File: config.mk
export PLATFORM = sky130hd
export DESIGN_NAME = mat_engine
export DESIGN_NICKNAME = d
export VERILOG_FILES = /design/src/rtl/mat_pkg.sv /design/src/rtl/mat_table.sv /design/src/rtl/mat_eval.sv /design/src/rtl/mat_engine.sv
export SDC_FILE = /design/constraint.sdc
export NUM_CORES = 2
export LEC_CHECK = 0
export ABC_AREA = 1
export BUFFER_PORTS_ARGS = -buffer_cell sky130_fd_sc_hd__buf_2
export CAP_MARGIN = 20
export CORE_UTILIZATION = 60
export CTS_BUF_LIST = sky130_fd_sc_hd__clkbuf_4 sky130_fd_sc_hd__clkbuf_8 sky130_fd_sc_hd__clkbuf_16
export DETAILED_ROUTE_END_ITERATION = 10
export PLACE_DENSITY = 0.75
export SETUP_SLACK_MARGIN = 0.02
export SLEW_MARGIN = 25
export SYNTH_ARGS = -nofsm -noshare
export SYNTH_HDL_FRONTEND = slang
export SYNTH_SLANG_ARGS = --single-unit
export TNS_END_PERCENT = 5
File: constraint.sdc
create_clock -name clk -period 14.29 [get_ports clk]
set_clock_uncertainty 0.1 [all_clocks]
set_input_delay 1.429 -clock clk [delete_from_list [all_inputs] [get_ports clk]]
set_output_delay 1.429 -clock clk [all_outputs]
set_load 0.02 [all_outputs]
File: src/rtl/mat_pkg.sv
// Shared constants and encodings for the learned-address table engine.
// Assumes a 16-bit register interface and a 6-bit database tag.
package mat_pkg;
    localparam int DB_W  = 6;
    localparam int KEY_W = 48;
    localparam int ST_W  = 4;

    localparam logic [ST_W-1:0] ST_EMPTY  = 4'h0;
    localparam logic [ST_W-1:0] ST_STATIC = 4'hE;
    localparam logic [ST_W-1:0] ST_MOVE   = 4'hF;

    typedef enum logic [2:0] {
        OPC_NOP          = 3'd0,
        OPC_FLUSH_ALL    = 3'd1,
        OPC_FLUSH_DYN    = 3'd2,
        OPC_LOAD         = 3'd3,
        OPC_NEXT         = 3'd4,
        OPC_FLUSH_ALL_DB = 3'd5,
        OPC_FLUSH_DYN_DB = 3'd6,
        OPC_RSVD         = 3'd7
    } opc_e;

    typedef enum logic [2:0] {
        RA_OP    = 3'd0,
        RA_DATA  = 3'd1,
        RA_KEY01 = 3'd2,
        RA_KEY23 = 3'd3,
        RA_KEY45 = 3'd4
    } rsel_e;

    typedef enum logic [1:0] {
        ENG_IDLE = 2'd0,
        ENG_SCAN = 2'd1,
        ENG_FIN  = 2'd2
    } eng_e;
endpackage

File: src/rtl/mat_table.sv
// Entry storage: ENTRIES records of {database, key, state, trunk, port vector}.
// One combinational read port by index, one synchronous write port.
// Assumes the caller never writes and reads conflicting data in one cycle.
module mat_table
    import mat_pkg::*;
#(
    parameter int ENTRIES = 16,
    parameter int PV_W    = 5
) (
    input  logic                       clk,
    input  logic                       rst_n,
    input  logic [$clog2(ENTRIES)-1:0] rd_idx,
    output logic [DB_W-1:0]            rd_db,
    output logic [KEY_W-1:0]           rd_mac,
    output logic [ST_W-1:0]            rd_state,
    output logic                       rd_trunk,
    output logic [PV_W-1:0]            rd_pv,
    input  logic                       wr_en,
    input  logic [$clog2(ENTRIES)-1:0] wr_idx,
    input  logic [DB_W-1:0]            wr_db,
    input  logic [KEY_W-1:0]           wr_mac,
    input  logic [ST_W-1:0]            wr_state,
    input  logic                       wr_trunk,
    input  logic [PV_W-1:0]            wr_pv
);
    localparam int IDX_W = $clog2(ENTRIES);

    logic [DB_W-1:0]  db_q    [ENTRIES];
    logic [KEY_W-1:0] mac_q   [ENTRIES];
    logic [ST_W-1:0]  state_q [ENTRIES];
    logic             trunk_q [ENTRIES];
    logic [PV_W-1:0]  pv_q    [ENTRIES];

    for (genvar g = 0; g < ENTRIES; g++) begin : g_ent
        // Per-entry record: cleared by reset, replaced when its index is written.
        always_ff @(posedge clk) begin
            if (!rst_n) begin
                db_q[g]    <= '0;
                mac_q[g]   <= '0;
                state_q[g] <= ST_EMPTY;
                trunk_q[g] <= 1'b0;
                pv_q[g]    <= '0;
            end else if (wr_en && (wr_idx == IDX_W'(g))) begin
                db_q[g]    <= wr_db;
                mac_q[g]   <= wr_mac;
                state_q[g] <= wr_state;
                trunk_q[g] <= wr_trunk;
                pv_q[g]    <= wr_pv;
            end
        end
    end

    // Read port: selected record by index.
    always_comb begin
        rd_db    = db_q[rd_idx];
        rd_mac   = mac_q[rd_idx];
        rd_state = state_q[rd_idx];
        rd_trunk = trunk_q[rd_idx];
        rd_pv    = pv_q[rd_idx];
    end
endmodule

File: src/rtl/mat_eval.sv
// Per-entry command evaluation, purely combinational.
// Decides whether the scanned entry matches a load key, is a get-next candidate,
// or falls in a flush/move scope, and computes the rewritten state and vector.
// Assumes the entry is valid exactly when its state is non-zero.
module mat_eval
    import mat_pkg::*;
#(
    parameter int PV_W = 5
) (
    input  opc_e             opc,
    input  logic [DB_W-1:0]  cmd_db,
    input  logic [KEY_W-1:0] cmd_key,
    input  logic [ST_W-1:0]  cmd_state,
    input  logic [PV_W-1:0]  cmd_from,
    input  logic [PV_W-1:0]  cmd_to,
    input  logic [DB_W-1:0]  ent_db,
    input  logic [KEY_W-1:0] ent_mac,
    input  logic [ST_W-1:0]  ent_state,
    input  logic [PV_W-1:0]  ent_pv,
    output logic             key_hit,
    output logic             key_gt,
    output logic             fm_sel,
    output logic [ST_W-1:0]  fm_state,
    output logic [PV_W-1:0]  fm_pv
);
    logic live;
    logic db_eq;
    logic is_fm;
    logic any_db;
    logic dyn_only;
    logic in_scope;

    // Key comparisons used by load and get-next.
    always_comb begin
        live    = (ent_state != ST_EMPTY);
        db_eq   = (ent_db == cmd_db);
        key_hit = live && db_eq && (ent_mac == cmd_key);
        key_gt  = live && db_eq && (ent_mac > cmd_key);
    end

    // Flush/move scope decode from the opcode.
    always_comb begin
        is_fm    = 1'b1;
        any_db   = 1'b0;
        dyn_only = 1'b0;
        case (opc)
            OPC_FLUSH_ALL:    any_db = 1'b1;
            OPC_FLUSH_DYN:    begin any_db = 1'b1; dyn_only = 1'b1; end
            OPC_FLUSH_ALL_DB: any_db = 1'b0;
            OPC_FLUSH_DYN_DB: dyn_only = 1'b1;
            default:          is_fm = 1'b0;
        endcase
        in_scope = is_fm && live && (any_db || db_eq)
                   && !(dyn_only && (ent_state == ST_STATIC));
    end

    // Action on a selected entry: clear it, or move its ports.
    always_comb begin
        fm_state = ent_state;
        fm_pv    = ent_pv;
        fm_sel   = 1'b0;
        if (cmd_state == ST_EMPTY) begin
            fm_sel   = in_scope;
            fm_state = ST_EMPTY;
        end else if (cmd_state == ST_MOVE) begin
            fm_sel = in_scope && ((ent_pv & cmd_from) != '0);
            fm_pv  = (ent_pv & ~cmd_from) | cmd_to;
        end
    end
endmodule

File: src/rtl/mat_engine.sv
// Learned-address table command engine: register file, command sequencer and
// entry table. A command scans every entry, one per clock, and then spends one
// finishing cycle that commits a load or writes back a get-next result.
// Assumes 4 + 2*PV_W <= 15 so the move masks fit below the trunk bit.
module mat_engine
    import mat_pkg::*;
#(
    parameter int ENTRIES = 16,
    parameter int PV_W    = 5
) (
    input  logic        clk,
    input  logic        rst_n,
    input  logic        reg_wr,
    input  logic [2:0]  reg_addr,
    input  logic [15:0] reg_wdata,
    output logic [15:0] reg_rdata
);
    localparam int IDX_W = $clog2(ENTRIES);
    localparam logic [IDX_W-1:0] LAST_IDX = IDX_W'(ENTRIES - 1);
    localparam int PAD_W = 16 - 1 - PV_W - ST_W;

    eng_e              eng_q;
    logic [IDX_W-1:0]  idx_q;
    opc_e              opc_q;
    logic [DB_W-1:0]   db_q;
    logic [15:0]       data_q;
    logic [KEY_W-1:0]  key_q;
    logic              hit_q;
    logic [IDX_W-1:0]  hit_idx_q;
    logic              free_q;
    logic [IDX_W-1:0]  free_idx_q;
    logic              nx_q;
    logic [KEY_W-1:0]  nx_mac_q;
    logic [15:0]       nx_data_q;

    logic              wr_ok;
    logic              start;

    logic [DB_W-1:0]   rd_db;
    logic [KEY_W-1:0]  rd_mac;
    logic [ST_W-1:0]   rd_state;
    logic              rd_trunk;
    logic [PV_W-1:0]   rd_pv;

    logic              key_hit;
    logic              key_gt;
    logic              fm_sel;
    logic [ST_W-1:0]   fm_state;
    logic [PV_W-1:0]   fm_pv;

    logic              tbl_we;
    logic [IDX_W-1:0]  tbl_widx;
    logic [DB_W-1:0]   tbl_db;
    logic [KEY_W-1:0]  tbl_mac;
    logic [ST_W-1:0]   tbl_state;
    logic              tbl_trunk;
    logic [PV_W-1:0]   tbl_pv;

    // Accept register writes only while idle; bit 15 of the op word starts a command.
    always_comb begin
        wr_ok = reg_wr && (eng_q == ENG_IDLE);
        start = wr_ok && (reg_addr == RA_OP) && reg_wdata[15];
    end

    mat_table #(.ENTRIES(ENTRIES), .PV_W(PV_W)) u_table (
        .clk      (clk),
        .rst_n    (rst_n),
        .rd_idx   (idx_q),
        .rd_db    (rd_db),
        .rd_mac   (rd_mac),
        .rd_state (rd_state),
        .rd_trunk (rd_trunk),
        .rd_pv    (rd_pv),
        .wr_en    (tbl_we),
        .wr_idx   (tbl_widx),
        .wr_db    (tbl_db),
        .wr_mac   (tbl_mac),
        .wr_state (tbl_state),
        .wr_trunk (tbl_trunk),
        .wr_pv    (tbl_pv)
    );

    mat_eval #(.PV_W(PV_W)) u_eval (
        .opc       (opc_q),
        .cmd_db    (db_q),
        .cmd_key   (key_q),
        .cmd_state (data_q[ST_W-1:0]),
        .cmd_from  (data_q[ST_W +: PV_W]),
        .cmd_to    (data_q[ST_W+PV_W +: PV_W]),
        .ent_db    (rd_db),
        .ent_mac   (rd_mac),
        .ent_state (rd_state),
        .ent_pv    (rd_pv),
        .key_hit   (key_hit),
        .key_gt    (key_gt),
        .fm_sel    (fm_sel),
        .fm_state  (fm_state),
        .fm_pv     (fm_pv)
    );

    // Register file: software writes when idle, get-next write-back when finishing.
    always_ff @(posedge clk) begin
        if (!rst_n) begin
            opc_q  <= OPC_NOP;
            db_q   <= '0;
            data_q <= '0;
            key_q  <= '0;
        end else begin
            if (wr_ok) begin
                case (reg_addr)
                    RA_OP: begin
                        opc_q <= opc_e'(reg_wdata[14:12]);
                        db_q  <= {reg_wdata[9:8], reg_wdata[3:0]};
                    end
                    RA_DATA:  data_q        <= reg_wdata;
                    RA_KEY01: key_q[47:32]  <= reg_wdata;
                    RA_KEY23: key_q[31:16]  <= reg_wdata;
                    RA_KEY45: key_q[15:0]   <= reg_wdata;
                    default: ;
                endcase
            end
            if ((eng_q == ENG_FIN) && (opc_q == OPC_NEXT)) begin
                key_q  <= nx_q ? nx_mac_q  : '1;
                data_q <= nx_q ? nx_data_q : '0;
            end
        end
    end

    // Sequencer: idle, scan every entry in index order, then one finishing cycle.
    always_ff @(posedge clk) begin
        if (!rst_n) begin
            eng_q <= ENG_IDLE;
            idx_q <= '0;
        end else begin
            case (eng_q)
                ENG_IDLE: if (start) begin
                    eng_q <= ENG_SCAN;
                    idx_q <= '0;
                end
                ENG_SCAN: begin
                    if (idx_q == LAST_IDX) eng_q <= ENG_FIN;
                    idx_q <= idx_q + 1'b1;
                end
                default: eng_q <= ENG_IDLE;
            endcase
        end
    end

    // Scan bookkeeping: load hit, first free slot, best get-next candidate.
    always_ff @(posedge clk) begin
        if (!rst_n || start) begin
            hit_q      <= 1'b0;
            hit_idx_q  <= '0;
            free_q     <= 1'b0;
            free_idx_q <= '0;
            nx_q       <= 1'b0;
            nx_mac_q   <= '0;
            nx_data_q  <= '0;
        end else if (eng_q == ENG_SCAN) begin
            if (key_hit && !hit_q) begin
                hit_q     <= 1'b1;
                hit_idx_q <= idx_q;
            end
            if ((rd_state == ST_EMPTY) && !free_q) begin
                free_q     <= 1'b1;
                free_idx_q <= idx_q;
            end
            if (key_gt && (!nx_q || (rd_mac < nx_mac_q))) begin
                nx_q      <= 1'b1;
                nx_mac_q  <= rd_mac;
                nx_data_q <= {rd_trunk, {PAD_W{1'b0}}, rd_pv, rd_state};
            end
        end
    end

    // Table write port: flush/move rewrites during scan, load commit when finishing.
    always_comb begin
        tbl_we    = 1'b0;
        tbl_widx  = idx_q;
        tbl_db    = rd_db;
        tbl_mac   = rd_mac;
        tbl_state = fm_state;
        tbl_trunk = rd_trunk;
        tbl_pv    = fm_pv;
        if ((eng_q == ENG_SCAN) && fm_sel) begin
            tbl_we = 1'b1;
        end else if ((eng_q == ENG_FIN) && (opc_q == OPC_LOAD)
                     && (hit_q || (free_q && (data_q[ST_W-1:0] != ST_EMPTY)))) begin
            tbl_we    = 1'b1;
            tbl_widx  = hit_q ? hit_idx_q : free_idx_q;
            tbl_db    = db_q;
            tbl_mac   = key_q;
            tbl_state = data_q[ST_W-1:0];
            tbl_trunk = data_q[15];
            tbl_pv    = data_q[ST_W +: PV_W];
        end
    end

    // Read mux: busy flag, opcode and split database number in the op word.
    always_comb begin
        case (reg_addr)
            RA_OP:    reg_rdata = {(eng_q != ENG_IDLE), opc_q, 2'b00, db_q[5:4], 4'b0000, db_q[3:0]};
            RA_DATA:  reg_rdata = data_q;
            RA_KEY01: reg_rdata = key_q[47:32];
            RA_KEY23: reg_rdata = key_q[31:16];
            RA_KEY45: reg_rdata = key_q[15:0];
            default:  reg_rdata = '0;
        endcase
    end

    // an accepted start enters the scan at entry 0.
    p_start_scan_r1: assert property (@(posedge clk) disable iff (!rst_n)
        start |=> (eng_q == ENG_SCAN) && (idx_q == '0));

    // the finishing cycle is followed by idle.
    p_fin_idle_r1: assert property (@(posedge clk) disable iff (!rst_n)
        (eng_q == ENG_FIN) |=> (eng_q == ENG_IDLE));

    // writes during a command leave the command fields alone.
    p_busy_ignore_r11: assert property (@(posedge clk) disable iff (!rst_n)
        ((eng_q != ENG_IDLE) && reg_wr) |=> ($stable(opc_q) && $stable(db_q)));

    // writes during the scan leave the data and key registers alone.
    p_busy_keep_r11: assert property (@(posedge clk) disable iff (!rst_n)
        ((eng_q == ENG_SCAN) && reg_wr) |=> ($stable(data_q) && $stable(key_q)));

    // a get-next with no candidate leaves the end marker.
    p_end_marker_r7: assert property (@(posedge clk) disable iff (!rst_n)
        ((eng_q == ENG_FIN) && (opc_q == OPC_NEXT) && !nx_q) |=> ((key_q == '1) && (data_q == '0)));

    // non-static flush never writes a static entry.
    p_static_kept_r9: assert property (@(posedge clk) disable iff (!rst_n)
        ((eng_q == ENG_SCAN) && ((opc_q == OPC_FLUSH_DYN) || (opc_q == OPC_FLUSH_DYN_DB))
         && (rd_state == ST_STATIC)) |-> !tbl_we);

    // table writes in the finishing cycle come only from loads.
    p_fin_write_load_r4: assert property (@(posedge clk) disable iff (!rst_n)
        ((eng_q == ENG_FIN) && tbl_we) |-> (opc_q == OPC_LOAD));
endmodule

==> impl_metrics.csv <==
group,metric,value,unit
placed_design,place.gp.congestion,0.971,
floorplanning,core-area,90400,µm²
cells_and_area,n_fill_cell,6900,
worst_setup_path,path_class,"reg2reg",
timing,rsz0062_at_grt,"false",
run,maxCapViolations,0,
synth,synth-main-ff-cell,"edfxtp_1",
timing,final_hold_viol_count,0,
timing,tightest_slew,1180,ps
synth,ys_seq_area_share,61.3,%
synth,yosys-top-cells-area,"edfxtp_1, nor2_1, dfxtp_1",
placed_design,place_inst,6429,
synth,yosys.area.top_type,"edfxtp_1",
synth,synth_nets,5692,
status,outcome,"finished clean",
drt,wirelength,173000,µm
synth,async_flop_share,0,%
cells_and_area,antenna_cells,0,
synth,synth-xor-area-share,0.0954,%
timing,slew_headroom,21.5,%
cells_and_area,area_growth,7.67,%
power,power_density,122,nW/µm²
worst_setup_path,cp-end-kind,"flip-flop",
synth,synth_top_area_share,55.8,%
floorplanning,die_h,305,µm
drt,wl_per_cell,26.0,µm
cts,clockRootBuffer,"clkbuf_16",
worst_setup_path,worstPathMaxFanout,95,
cts,clock_path_buffers,3,
cells_and_area,multiInputGateArea,18300,µm²
cts,cts-resized-gates,0,
power,ir_drop,0.0990,mV
timing,finalCritPeriodShare,52.9,%
drt,antenna_left,0,
cts,cts_made_buffers,115,
global_routing,overflow,0,
synth,synth-edff-count,1023,
timing,max_freq,0.132,GHz
cells_and_area,layout.cells.non_filler,6644,
floorplanning,io_pins,38,
power,p_leak,21.7,nW
placed_design,io_buffers,37,
worst_setup_path,required,14770,ps
cts,postCtsHoldBufs,0,
cells_and_area,fin_nets,5492,
drt,drt-initial-drc-count,6459,
synth,syn_area_per_cell,9.88,µm²
global_routing,grt_pass1_vias,41000,
floorplanning,placementRows,110,
floorplanning,fp.dieW,305,µm
cells_and_area,ff_latch_area,33800,µm²
min_path,hold_path_class,"reg2reg",
synth,synthAdderAreaFrac,2.18,%
global_routing,grt_max_degree,188,
synth,ys_ff_latch,1176,
timing,slew_violations,0,
synth,synth_mux_area_share,0,%
floorplanning,dieArea,93000,µm²
cts,htreeDepth,3,
synth,synth_warnings,0,
synth,synth_compound_area_share,13.3,%
worst_setup_path,worstPathArrival,8050,ps
timing,fin_crit,7560,ps
global_routing,track_usage,36.6,%
global_routing,antenna_found_initial,5,
drt,viasPerCell,6.54,
synth,synthSimpleGateAreaFrac,17.0,%
cts,cts_num_sinks,1176,
cts,postCtsSetupBuffers,0,
cts,cts_tree,"yes",
drt,remaining_drc_errors,0,
global_routing,grt_pass1_wl,255000,µm
synth,syn_inst,5574,
cells_and_area,drive_above_1_share,7.64,%
cts,clock_latency,710,ps
timing,tns,0,ps
worst_setup_path,start_kind,"flip-flop",
synth,mappedNetlistArea,55100,µm²
timing,setup-violations-final,0,
placed_design,place_hpwl,98100,µm
floorplanning,start_util,60.9,%
cts,path_clk_slew,60,ps
drt,vias,43500,
drt,dr.pass1.iters,8,
synth,synth_top_family_by_area,"simple AND/OR/NAND/NOR gates",
synth,yosysUniqueCellTypes,46,
## power by group
part	internal (mW)	total [mW]	switching (mW)	leakage, nW
combinational	0.0871	0.410	0.323	8.10
sequential	3.82	3.86	0.0323	11.8
clock	1.64	2.96	1.32	1.79
## through the flow
stage / worst slack (ps) / utilization, % / power, mW / hold WS [ps] / cell area, µm²
floorplan: 7110 / - / 4.18 / 324 / 55100
global placement: 7230 / 61.2 / 4.31 / 333 / 55400
detailed placement: 7070 / 61.4 / 4.32 / 343 / 55500
CTS: 7060 / 65.4 / 7.20 / 351 / 59100
global route: 6600 / 65.6 / 7.39 / 371 / 59300
finish: 6730 / 65.6 / 7.23 / 347 / 59300
## layout by cell type, fill, tap and decap left out, types with 4 or more instances in the layout
cell type | netlist | layout
buf_4 | 11 | 88
clkinvlp_4 | 0 | 6
a21oi_1 | 141 | 141
nand3_1 | 166 | 166
a221o_1 | 11 | 11
clkinv_2 | 0 | 21
o211ai_1 | 92 | 92
nand4_4 | 14 | 16
a31oi_1 | 44 | 44
nor2_1 | 1689 | 1687
nand2_1 | 423 | 421
ha_1 | 96 | 96
clkinv_1 | 8 | 33
o21ai_2 | 0 | 42
clkbuf_16 | 0 | 116
o21ai_1 | 77 | 34
o31ai_1 | 9 | 9
o21ai_0 | 598 | 583
edfxtp_1 | 1023 | 1023
buf_2 | 108 | 36
clkinvlp_2 | 0 | 4
o22ai_1 | 74 | 74
inv_1 | 263 | 262
dfxtp_4 | 0 | 4
bufinv_16 | 0 | 6
nand4_1 | 16 | 16
buf_12 | 0 | 4
o221ai_1 | 163 | 163
o21ai_4 | 0 | 16
a221oi_1 | 10 | 10
dfxtp_1 | 153 | 149
nor3_1 | 13 | 11
buf_6 | 61 | 4
clkbuf_4 | 0 | 27
## cells in the mapped netlist, types with 3 or more instances
library cell,number
nor2_1,1689
edfxtp_1,1023
o21ai_0,598
nand2_1,423
inv_1,263
clkbuf_1,257
nand3_1,166
o221ai_1,163
dfxtp_1,153
a21oi_1,141
buf_2,108
ha_1,96
o211ai_1,92
o21ai_1,77
o22ai_1,74
buf_6,61
a31oi_1,44
nand4_1,16
nand4_4,14
nor3_1,13
buf_1,12
a221o_1,11
buf_4,11
a221oi_1,10
o31ai_1,9
clkinv_1,8
inv_2,5
nor4_1,4
a211oi_1,3
nand4_2,3
xnor2_1,3
xor2_1,3
## kinds of logic after synthesis
kind of cell / count (synthesis)
AO/OA/AOI/OAI: 1234
AND/OR/NAND/NOR: 2335
buffers and inverters: 727
adder cells (fa/ha/maj): 96
flip-flops: 1176
XOR/XNOR: 6
## final timing paths
kind	startpoint	endpoint	slack, ps	cells past startpoint
max	flip-flop	nx_mac_q[20]	6730	22
min	hit_idx_q[1]	hit_idx_q[1]	350	2
max reg2reg	flip-flop	nx_mac_q[20]	6730	22
min reg2reg	hit_idx_q[1]	hit_idx_q[1]	350	2
## layout make-up
| cell class | instances | share of cell area, % |
|---|---|---|
| repair buffers | 134 | 1.72 |
| multi-input cells | 3671 | 30.9 |
| well taps | 1176 | 2.48 |
| clock inverters | 68 | 0.876 |
| clock buffers | 143 | 5.24 |
| inverters | 276 | 1.78 |
| flip-flops and latches | 1176 | 57.0 |
## flip-flops by register name, indices dropped and copies added (netlist names), 2 cells and up, named ones only
name / count
data_q: 16
db_q: 6
eng_q: 2
free_idx_q: 4
hit_idx_q: 4
idx_q: 4
key_q: 48
nx_data_q: 10
nx_mac_q: 48
opc_q: 3
u_table.db_q: 96
u_table.mac_q: 768
u_table.pv_q: 80
u_table.state_q: 64
u_table.trunk_q: 16
## routing by layer
layer,vias up,track usage [%],share of wire (%)
met5,-,0,0.030
li1,19000,-,-
met3,506,11.3,15
met1,20700,47.8,35
met4,8,17.9,4.6
met2,3263,55.8,45
## critical path, cell delays in order, from the launching register on
cell and delay [ps]:
dfxtp_4 380, buf_4 710, buf_4 860, buf_4 880, o21ai_0 200, o221ai_1 230
o211ai_1 210, nand2_1 330, ha_1 310, nand2_1 90, nor2_1 100, nand4_1 160
nor4_1 90, nand3_1 240, nand2_1 100, inv_1 60, nand4_1 470, nor2_4 240
buf_4 550, buf_4 610, nand3_1 160, nand2_1 100, nor2_1 50
No activity file was read; power rests on OpenSTA's default activity.
